[src/rtl/seq_calc.sv]
module seq_calc #(
  parameter int W = 11
) (
  input  logic         clk,
  input  logic         rst_n,
  input  logic [W-1:0] num_sm,
  input  logic         num_stb,
  input  logic [1:0]   op_sel,
  input  logic         op_stb,
  input  logic         eq_stb,
  input  logic         clr_stb,
  output logic [W-1:0] result,
  output logic         ovf,
  output logic         busy,
  output logic         done
);

  localparam int CW = $clog2(W);
  localparam logic [1:0] OP_MUL = 2'd2, OP_QUO = 2'd3;
  localparam logic [W-1:0] LIM_P = {1'b0, {(W-1){1'b1}}};
  localparam logic [W-1:0] LIM_N = {1'b1, {(W-1){1'b0}}};

  typedef enum logic [1:0] {S_IDLE, S_MUL, S_DIV, S_FIN} st_t;

  st_t          st;
  logic [1:0]   pend_op;
  logic         pend_v, have_num, n_sign, neg, sticky;
  logic [W-2:0] n_mag;
  logic [W-1:0] r1, r2;
  logic [CW-1:0] cnt;

  logic [W-1:0] ad_a, ad_b, sum;
  logic         ad_sub, cout, as_ovf, go;

  always_comb begin
    ad_a = '0;
    ad_b = '0;
    ad_sub = 1'b0;
    case (st)
      S_MUL: begin
        ad_a = {r2[W-2:0], 1'b0};
        ad_b = n_mag[W-2] ? r1 : '0;
      end
      S_DIV: begin
        ad_a = r1;
        ad_b = {1'b0, n_mag};
        ad_sub = 1'b1;
      end
      S_FIN: begin
        ad_b = r2;
        ad_sub = neg;
      end
      default: begin
        if (pend_v && !pend_op[1]) begin
          ad_a = result;
          ad_b = {1'b0, n_mag};
          ad_sub = pend_op[0] ^ n_sign;
        end else if (pend_v) begin
          ad_b = result;
          ad_sub = result[W-1];
        end else begin
          ad_b = {1'b0, n_mag};
          ad_sub = n_sign;
        end
      end
    endcase
  end

  assign {cout, sum} = {1'b0, ad_a} + {1'b0, ad_sub ? ~ad_b : ad_b} + {{W{1'b0}}, ad_sub};
  assign as_ovf = (ad_a[W-1] == (ad_b[W-1] ^ ad_sub)) && (sum[W-1] != ad_a[W-1]);
  assign go = eq_stb && have_num && (st == S_IDLE);
  assign busy = (st != S_IDLE);

  always_ff @(posedge clk) begin
    if (!rst_n || clr_stb) begin
      st <= S_IDLE;
      result <= '0;
      ovf <= 1'b0;
      done <= 1'b0;
      pend_op <= '0;
      pend_v <= 1'b0;
      have_num <= 1'b0;
      n_sign <= 1'b0;
      n_mag <= '0;
      neg <= 1'b0;
      sticky <= 1'b0;
      r1 <= '0;
      r2 <= '0;
      cnt <= '0;
    end else begin
      done <= 1'b0;
      case (st)
        S_IDLE: begin
          if (op_stb) begin
            pend_op <= op_sel;
            pend_v <= 1'b1;
          end
          if (num_stb) begin
            n_sign <= num_sm[W-1];
            n_mag <= num_sm[W-2:0];
            have_num <= 1'b1;
          end
          if (go) begin
            have_num <= 1'b0;
            pend_v <= 1'b0;
            if (!pend_v || !pend_op[1]) begin
              result <= sum;
              ovf <= pend_v && as_ovf;
              done <= 1'b1;
            end else begin
              neg <= result[W-1] ^ n_sign;
              sticky <= 1'b0;
              r1 <= sum;
              r2 <= '0;
              if (pend_op == OP_MUL) begin
                cnt <= CW'(W-1);
                st <= S_MUL;
              end else if (n_mag == '0) begin
                ovf <= 1'b1;
                done <= 1'b1;
              end else begin
                st <= S_DIV;
              end
            end
          end
        end
        S_MUL: begin
          r2 <= sum;
          sticky <= sticky | r2[W-1] | cout;
          n_mag <= n_mag << 1;
          cnt <= cnt - 1'b1;
          if (cnt == CW'(1)) st <= S_FIN;
        end
        S_DIV: begin
          if (cout) begin
            r1 <= sum;
            r2 <= r2 + W'(1);
          end else begin
            st <= S_FIN;
          end
        end
        default: begin
          result <= sum;
          ovf <= sticky | (r2 > (neg ? LIM_N : LIM_P));
          done <= 1'b1;
          st <= S_IDLE;
        end
      endcase
    end
  end

  a_r1_clear_rest: assert property (@(posedge clk) disable iff (!rst_n)
    clr_stb |=> (result == '0) && !ovf && !busy && !done && !pend_v && !have_num);

  a_r3_result_moves_with_done: assert property (@(posedge clk) disable iff (!rst_n)
    !clr_stb |=> ($stable(result) || done));

  a_r3_done_not_busy: assert property (@(posedge clk) disable iff (!rst_n)
    done |-> !busy);

  a_r8_zero_divisor: assert property (@(posedge clk) disable iff (!rst_n)
    (go && pend_v && pend_op == OP_QUO && n_mag == '0 && !clr_stb)
      |=> ovf && done && !busy && $stable(result));

  a_r9_eq_without_number: assert property (@(posedge clk) disable iff (!rst_n)
    (eq_stb && !have_num && st == S_IDLE && !clr_stb) |=> !done);

  a_r10_busy_lockout: assert property (@(posedge clk) disable iff (!rst_n)
    (busy && !clr_stb) |=> !pend_v && !have_num);

endmodule

[config.mk]
export PLATFORM = sky130hd
export DESIGN_NAME = seq_calc
export DESIGN_NICKNAME = d
export VERILOG_FILES = /design/src/rtl/seq_calc.sv
export SDC_FILE = /design/constraint.sdc
export NUM_CORES = 1
export LEC_CHECK = 0
export ABC_CLOCK_PERIOD_IN_PS = 5900
export BUFFER_PORTS_ARGS = -buffer_cell sky130_fd_sc_hd__buf_2
export CORE_ASPECT_RATIO = 1.25
export CORE_MARGIN = 2
export CORE_UTILIZATION = 67
export CTS_BUF_LIST = sky130_fd_sc_hd__clkbuf_8
export DETAILED_ROUTE_END_ITERATION = 6
export PLACE_DENSITY = 0.88
export SLEW_MARGIN = 25
export SYNTH_ARGS = -nofsm -noshare
export SYNTH_HDL_FRONTEND = slang
export SYNTH_SLANG_ARGS = --single-unit
export TNS_END_PERCENT = 1
[constraint.sdc]
create_clock -name clk -period 5.9 [get_ports clk]
set_input_delay 0.885 -clock clk [delete_from_list [all_inputs] [get_ports clk]]
set_output_delay 0.885 -clock clk [all_outputs]
set_load 0.005 [all_outputs]
; Word level (Yosys, flattened, before mapping)
; Cells that the tools add are included.
[totals]
regBits = 58
input_bits = 19
output_inout_bits = 14
[op_classes]
addsub = 4
order_cmp = 1
n_eq_ne = 18
muxes = 52
bitwise_logic = 9
n_reduce_logical = 32
[op_table]
columns = operator, n
row1 = two-way mux 11 bit, 14
row2 = case mux 11 bit (3 select lines), 3
row3 = case mux 11 bit (2 select lines), 2
row4 = case mux 10 bit (2 select lines), 1
row5 = two-way mux 1 bit, 16
row6 = AND reduction 4 bit, 4
row7 = adder 11 x 11 -> 12 bit, 1
row8 = adder 12 x 1 -> 12 bit, 1
row9 = two-way mux 2 bit, 6
row10 = two-way mux 4 bit, 3
row11 = "!= test 2 bit, second input constant", 6
row12 = "adder 11 x 1 -> 11 bit, second input constant", 1
row13 = > comparator 11 bit, 1
row14 = NOT 11 bit, 1
row15 = zero test 10 bit, 1
row16 = two-way mux 10 bit, 1
row17 = AND reduction 2 bit, 5
row18 = nonzero test 2 bit, 5
row19 = AND reduction 3 bit, 3
row20 = case mux 4 bit (2 select lines), 1
row21 = "== test 2 bit, second input constant", 3
row22 = "!= test 3 bit, second input constant", 2
row23 = case mux 1 bit (2 select lines), 3
row24 = case mux 2 bit (3 select lines), 1
row25 = 18 further kinds, 31

; Depth between registers and ports, before layout
; Gate-level depths: netlist (run 1).
[logic_depth]
ltp_word = 14
mapped_depth = 20

; Least setup slack after synthesis (run 1)
; Ideal clock, no wire load.
[synth_timing]
path_type = reg2reg
startpoint = reg st[0]
endpoint = reg ovf
setup_ps = 133
arrival_ps = 3684
required_time_ps = 5767
slack_ps = 2082
path_stages_with_launch = 18
period_less_slack_ps = 3818
cell_sequence = dfxtp_1 inv_1 ha_1 buf_2 nand2_1 o221ai_1 nor2_1 xor2_1 inv_1 fa_1 nor2b_1 o21ba_2 o21a_1 nor4_1 nor3_1 xnor2_1 a2111oi_0 nor4_1
[synth_via]
elab_chain_cells = 12
[synth_lines]
columns = element, line_no
row1 = "start, declared", 25  ; st_t st;
row2 = "start signal, assigned", 76  ; st <= S_IDLE;
row3 = "start signal, assigned", 117  ; st <= S_MUL;
row4 = "start signal, assigned", 122  ; st <= S_DIV;
row5 = "== test 2 bit, or another cell as far along", 39  ; case (st)
row6 = case mux 11 bit (3 select lines), 39
row7 = NOT 11 bit, 69  ; assign {cout, sum} = {1'b0, ad_a} + {1'b0, ad_sub ? ~ad_b : ad_b} + {{W{1'b0}}, ad_sub};
row8 = two-way mux 11 bit, 69
row9 = adder 11 x 11 -> 12 bit, 69
row10 = adder 12 x 1 -> 12 bit, 69
row11 = != test 1 bit, 70  ; assign as_ovf = (ad_a[W-1] == (ad_b[W-1] ^ ad_sub)) && (sum[W-1] != ad_a[W-1]);
row12 = logical AND 1 bit, 70
row13 = logical AND 1 bit, 108  ; ovf <= pend_v && as_ovf;
row14 = two-way mux 1 bit, 106  ; if (!pend_v || !pend_op[1]) begin
row15 = two-way mux 1 bit, 103  ; if (go) begin
row16 = case mux 1 bit (2 select lines), 92  ; case (st)
row17 = "end signal, assigned", 108
row18 = "end signal, assigned", 144  ; ovf <= sticky | (r2 > (neg ? LIM_N : LIM_P));
row19 = "end, declared", 13  ; output logic ovf,
; Several ways; a longest one is shown, not always the timed one. The select of a mux whose other input is x is not followed.
; A chain may end at the register's enable or synchronous reset.

; Worst setup path after layout (run 1)
; Ends and elaborated chain as after synthesis.

==> impl_metrics.json, run 1 <==
{
  "gp_congestion": 0.948,
  "cts_buffers": 9,
  "start_util": 0.683,
  "cts_tree": "done",
  "synth.avg_cell_area_sq_um": 7.92,
  "netlist_area_sq_mm": 0.00416,
  "fin_skew_ns": 0.0127,
  "ant_nets": 0,
  "finalWirelength_um": 12300,
  "grt_pass1_wl_um": 19900,
  "async_flop_share": 0,
  "startpoint_type": "flip-flop",
  "clock-sinks": 58,
  "hold_buffers": 0,
  "crit_chain": "inv_1 > ha_1 > buf_4 > nor2b_1 > buf_4 > a21oi_1 > o22ai_1 > a31oi_1 > xor2_1 > inv_1 > fa_1 > nor2b_1 > o21ba_2 > o21a_1 > nor4_1 > nor3_1 > xnor2_1 > a2111oi_0 > nor4_1",
  "n_antenna_cell": 0,
  "rr_worst_depth": 19,
  "yosys-top-cells-count": "dfxtp_1 (58), nor2_1 (58), nand2_1 (49)",
  "numPortBuffers": 32,
  "synth-warning-count": 0,
  "drtIter0Drc": 551,
  "clk_pin_slew_ns": 0.07,
  "wl_per_cell_um": 19.5,
  "arrival_ns": 5.12,
  "finalHoldViolations": 0,
  "multi_input_area_sq_mm": 0.00278,
  "die_w_um": 74.5,
  "hpwl_um": 8440,
  "grt_max_degree": 49,
  "crit_required_ns": 6.09,
  "fin_crit_sh": 0.836,
  "grtUsageTotal": 0.377,
  "synth_area_leader_cell": "dfxtp_1",
  "vias_per_cell": 6.79,
  "endpoint": "ovf",
  "fin_crit_ns": 4.93,
  "core_sq_mm": 0.00609,
  "reg2reg_slack_ns": 0.97,
  "drive_above_1_share": 0.112,
  "synth_cells": 525,
  "synth-main-ff-cell": "dfxtp_1",
  "r2r-end": "ovf",
  "crit_start": "st[0]",
  "path_depth": 19,
  "clk_path_buf_depth": 2,
  "die-area_sq_mm": 0.00685,
  "cp.buffers_inverters": 4,
  "grt_pass1_vias": 4203,
  "holdCritPathClass": "reg -> reg",
  "drv_cap": 0,
  "rsz0062_at_grt": "no",
  "seq_area_frac_synth": 0.279,
  "ios": 33,
  "ys_types": 58,
  "tightest_slew_ns": 0.991,
  "path_delay_family": "simple AND/OR/NAND/NOR gates",
  "cts-root-buf": "clkbuf_8",
  "dr.pass1.iters": 7,
  "synth_edf_count": 0,
  "area_growth_pct": 10.3,
  "fillers": 468,
  "h-tree-depth": 3,
  "ir_worst_vdd_mv": 0.218,
  "yosys-top-cells-area": "dfxtp_1 (28%), ha_1 (8.7%), mux2i_1 (6.3%), nor2_1 (5.2%), a21oi_1 (4.5%)",
  "clk_latency_ns": 0.35,
  "postSynthRegisterBits": 58,
  "max_freq_ghz": 0.203,
  "slowest_stage": "nor2b_1",
  "antenna_found_initial": 0,
  "path_class": "reg -> reg",
  "setup_violations": 0,
  "violations": "DRC",
  "drc": 11,
  "final_nets": 589,
  "p_per_area_mw_per_mm2": 207,
  "leakage_nw": 1.88,
  "fin_setup_tns_ns": 0,
  "slew_headroom": 0.339,
  "status": "finished with violations",
  "critical-path-max-stage-delay_ns": 0.67,
  "worstPathMaxFanout": 26,
  "yosysTopAreaCellShare": 0.279,
  "slew_violations": 0,
  "regArea_sq_mm": 0.00116,
  "reg2reg_from": "st[0]",
  "overflow": 0,
  "critPathCaptureType": "flip-flop",
  "num_vias": 4279,
  "syn-num-nets": 574,
  "fp.dieH_um": 92.1,
  "cts_resized": 0,
  "final_util": 0.753,
  "core.rowCount": 32,
  "postCtsSetupBuffers": 0
}
## sequential cells by signal, indices dropped and copies added, names as in the netlist
name      flops
n_mag        10
n_sign        1
have_num      1
r1           11
result       11
r2           11
cnt           4
done          1
sticky        1
st            2
pend_op       2
ovf           1
pend_v        1
neg           1
## worst min path at each step
stage	from	endpoint	slack, ns	cells after the start
after floorplan	r1[9]	r1[9]	0.45	2
after global placement	cnt[3]	cnt[3]	0.46	2
after detailed placement	cnt[3]	cnt[3]	0.47	2
after CTS	cnt[3]	cnt[3]	0.49	2
after global routing	r1[7]	r1[7]	0.50	2
final	cnt[3]	cnt[3]	0.49	2
## cell type report
type | instances | area share
Tap cell | 85 | 0.0232
Timing Repair Buffer | 37 | 0.0431
Inverter | 24 | 0.0196
Clock buffer | 11 | 0.0330
Clock inverter | 5 | 0.0221
Sequential cell | 58 | 0.253
Multi-Input combinational cell | 410 | 0.606
## through the flow
step           std cells  power (mW)  cell area (sq um)  setup WS [ns]  hold slack (ns)
3_3_place_gp         614       0.483               4320           1.27            0.465
4_1_cts              630       0.950               4580           1.13            0.486
2_1_floorplan        525       0.461               4160           2.08            0.449
6_report             630       0.951               4590          0.969            0.490
5_1_grt              630       0.975               4590          0.628            0.503
3_5_place_dp         614       0.486               4330           1.16            0.474
## routing by layer
metal	track usage	vias up	wire length, um
met5	0	-	0
met4	0.266	0	797
met2	0.574	269	5610
li1	-	1959	-
met1	0.458	1984	4730
met3	0.0791	67	1130
## worst register-to-register path: stages (launching register included)
cell	delay [ns]
dfxtp_1	0.46
inv_1	0.10
ha_1	0.43
buf_4	0.34
nor2b_1	0.68
buf_4	0.26
a21oi_1	0.04
o22ai_1	0.18
a31oi_1	0.07
xor2_1	0.20
inv_1	0.09
fa_1	0.43
nor2b_1	0.18
o21ba_2	0.15
o21a_1	0.15
nor4_1	0.06
nor3_1	0.36
xnor2_1	0.10
a2111oi_0	0.40
nor4_1	0.10
## power by group
part           leakage (nW)  switching (mW)  internal (mW)
clock network         0.127           0.169          0.302
logic                  1.28          0.0470         0.0289
registers             0.469         0.00779          0.396
total                  1.88           0.224          0.727
## cell families (layout without fill, tap and decap cells)
logic type                 after synthesis  in the layout  synth area share
xor gates and xnor gates                27             27            0.0569
DFF                                     58             58             0.279
AOI/OAI and AO/OA                      149            149             0.254
muxes                                   27             27            0.0653
adders and majority gates               30             30            0.0921
and+or+nand+nor                        177            177             0.197
buffers and inverters                   57             77            0.0551
## placed cells by master, fill, tap and decap left out, drive strengths merged, types with 3 or more instances in the layout
cell and instances:
a211oi 16, a21o 6, a21oi 37, a221o 8, a221oi 4, a222oi 10, a22oi 7, a31oi 11
and2 3, and3 6, buf 37, bufinv 3, clkbuf 11, dfxtp 58, ha 29, inv 25
mux2i 26, nand2 50, nand3 21, nand4 6, nor2 58, nor2b 8, nor3 6, nor4 4
o211ai 5, o21a 6, o21ai 17, o31ai 3, o41ai 4, or3 4, xnor2 20, xor2 7
(Power assumes the default switching activity.)
==> inputs of run 2 (changes only) <==
- ABC_CLOCK_PERIOD_IN_PS: 5900 -> 4350
- CORE_UTILIZATION: 67 -> 57
- PLACE_DENSITY: 0.88 -> 0.79
- clock period: 5.9 -> 4.35 ns (I/O delays scaled with it)
==> run 2 against run 1 <==
  * The run still ends with DRC left
  * Sequential power grew 35%
  * Register-to-register slack worse by 0.77 ns
  * Worst setup slack lost 0.77 ns
  * Final area grew 1.6%
  * Flip-flop and latch count stayed put
  * Power increased by 22%
  * Combinational power grew 38%
  * Non-clock buffer count up 12
  * Clock power increased by 8.9%
  * Critical endpoint unchanged
  * Largest cell class unchanged
  * Largest power group is now registers
  * Highest routed layer unchanged
==> impl_metrics.json, run 2 (synthesis results as in run 1) <==
{
  "status": "finished with violations",
  "violations": "DRC",
  "die_w_um": 80.4,
  "ios": 33,
  "slew_headroom": 0.313,
  "regArea_sq_mm": 0.00116,
  "fin_skew_ns": 0.00792,
  "fin_crit_sh": 0.954,
  "clk_latency_ns": 0.35,
  "cts-root-buf": "clkbuf_8",
  "drv_cap": 0,
  "slew_violations": 0,
  "start_util": 0.592,
  "grt_pass1_vias": 4124,
  "hpwl_um": 8720,
  "fin_crit_ns": 4.15,
  "mostFrequentLayoutCells": "dfxtp_1 (58), nor2_1 (57), nand2_1 (49), a21oi_1 (37), buf_2 (32)",
  "finalHoldViolations": 0,
  "gp_congestion": 0.981,
  "clk_pin_slew_ns": 0.07,
  "cts_buffers": 9,
  "path_class": "reg -> reg",
  "final_common_cell": "dfxtp_1",
  "slowest_stage": "a2111oi_0",
  "leakage_nw": 1.91,
  "core_sq_mm": 0.00702,
  "final_nets": 601,
  "final.setup.worst_slack_ns": 0.202,
  "clock-sinks": 58,
  "startpoint_type": "flip-flop",
  "dr.pass1.iters": 7,
  "grt_pass1_wl_um": 19900,
  "ant_nets": 0,
  "ir_worst_vdd_mv": 0.249,
  "vias_per_cell": 6.65,
  "wl_per_cell_um": 19.0,
  "drive_above_1_share": 0.140,
  "postCtsSetupBuffers": 0,
  "fillers": 602,
  "crit_required_ns": 4.54,
  "drc": 2,
  "crit_chain": "inv_1 > ha_1 > buf_4 > nor2b_4 > a22o_1 > and3b_1 > or2_2 > fa_1 > nor2b_1 > o21ba_2 > o21a_1 > nor4_2 > nor3_2 > xnor2_1 > a2111oi_0 > nor4_1",
  "clk_path_buf_depth": 2,
  "arrival_ns": 4.33,
  "worst_hold_slack_ns": 0.491,
  "h-tree-depth": 3,
  "p_per_area_mw_per_mm2": 250,
  "worstPathMaxFanout": 24,
  "fin_setup_tns_ns": 0,
  "grt_max_degree": 49,
  "core.rowCount": 34,
  "tightest_slew_ns": 1.03,
  "numPortBuffers": 32,
  "antenna_found_initial": 0,
  "finalWirelength_um": 12300,
  "overflow": 0,
  "num_vias": 4304,
  "grtUsageTotal": 0.318,
  "drtIter0Drc": 397,
  "reg.largest.list": "r1: 11 flops, r2: 11 flops, result: 11 flops",
  "cts_tree": "done",
  "max_freq_ghz": 0.241,
  "critical-path-max-stage-delay_ns": 0.47,
  "multi_input_area_sq_mm": 0.00280,
  "design_area_sq_mm": 0.00466,
  "die-area_sq_mm": 0.00800,
  "placed_area_sq_mm": 0.00443,
  "holdCritPathClass": "reg -> reg",
  "area_growth_pct": 12.0,
  "final_util": 0.663,
  "fp.dieH_um": 99.5,
  "setup_violations": 0,
  "pre_cts_slack_ns": 0.00286,
  "critPathCaptureType": "flip-flop",
  "n_antenna_cell": 0,
  "rsz0062_at_grt": "no"
}
[run 2: final cells by class]
type,count,share of cell area
well taps,90,0.0242
multi-input cells,410,0.602
repair buffers,49,0.0618
clock inverters,6,0.0142
flip-flops and latches,58,0.249
clock buffers,10,0.0296
inverters,24,0.0193
[run 2: metrics by stage]
| stage | power (mW) | std cells |
|---|---|---|
| final | 1.16 | 647 |
| after global routing | 1.20 | 647 |
| after CTS | 1.16 | 647 |
| after detailed placement | 0.660 | 631 |
| after global placement | 0.658 | 631 |
| after floorplan | 0.625 | 525 |
[run 2: where the power goes]
part / leakage, nW / switching, mW / internal, mW / total (mW)
registers: 0.469 / 0.00878 / 0.537 / 0.546
clock network: 0.0945 / 0.233 / 0.279 / 0.513
logic: 1.35 / 0.0643 / 0.0407 / 0.105
[run 2: path summary, 6_finish.rpt]
check | slack (ns) | cells after the start | start | end
max | 0.20 | 16 | st[0] | ovf
min | 0.49 | 2 | cnt[3] | cnt[3]
max reg2reg | 0.20 | 16 | st[0] | ovf
min reg2reg | 0.49 | 2 | cnt[3] | cnt[3]
[run 2: critical path, delay by kind of cell (launching register included)]
family | cells | cell delay, ns
flip-flops | 1 | 0.45
XOR/XNOR | 1 | 0.10
buffers and inverters | 2 | 0.34
adder cells (fa/ha/maj) | 2 | 0.68
AND/OR/NAND/NOR | 7 | 1.43
AO/OA/AOI/OAI | 4 | 0.98
[run 2: timing repair]
action / CTS / global route
endpoints found under the setup margin: 1 / 14
gates resized for setup: 1 / 5
hold buffers: 0 / 0
[run 2: layer usage]
layer / up-vias / GRT usage / share of wire
li1: 1990 / - / -
met1: 2002 / 0.392 / 0.39
met2: 251 / 0.532 / 0.48
met3: 61 / 0.0481 / 0.086
met4: 0 / 0.167 / 0.045
met5: - / 0 / 0
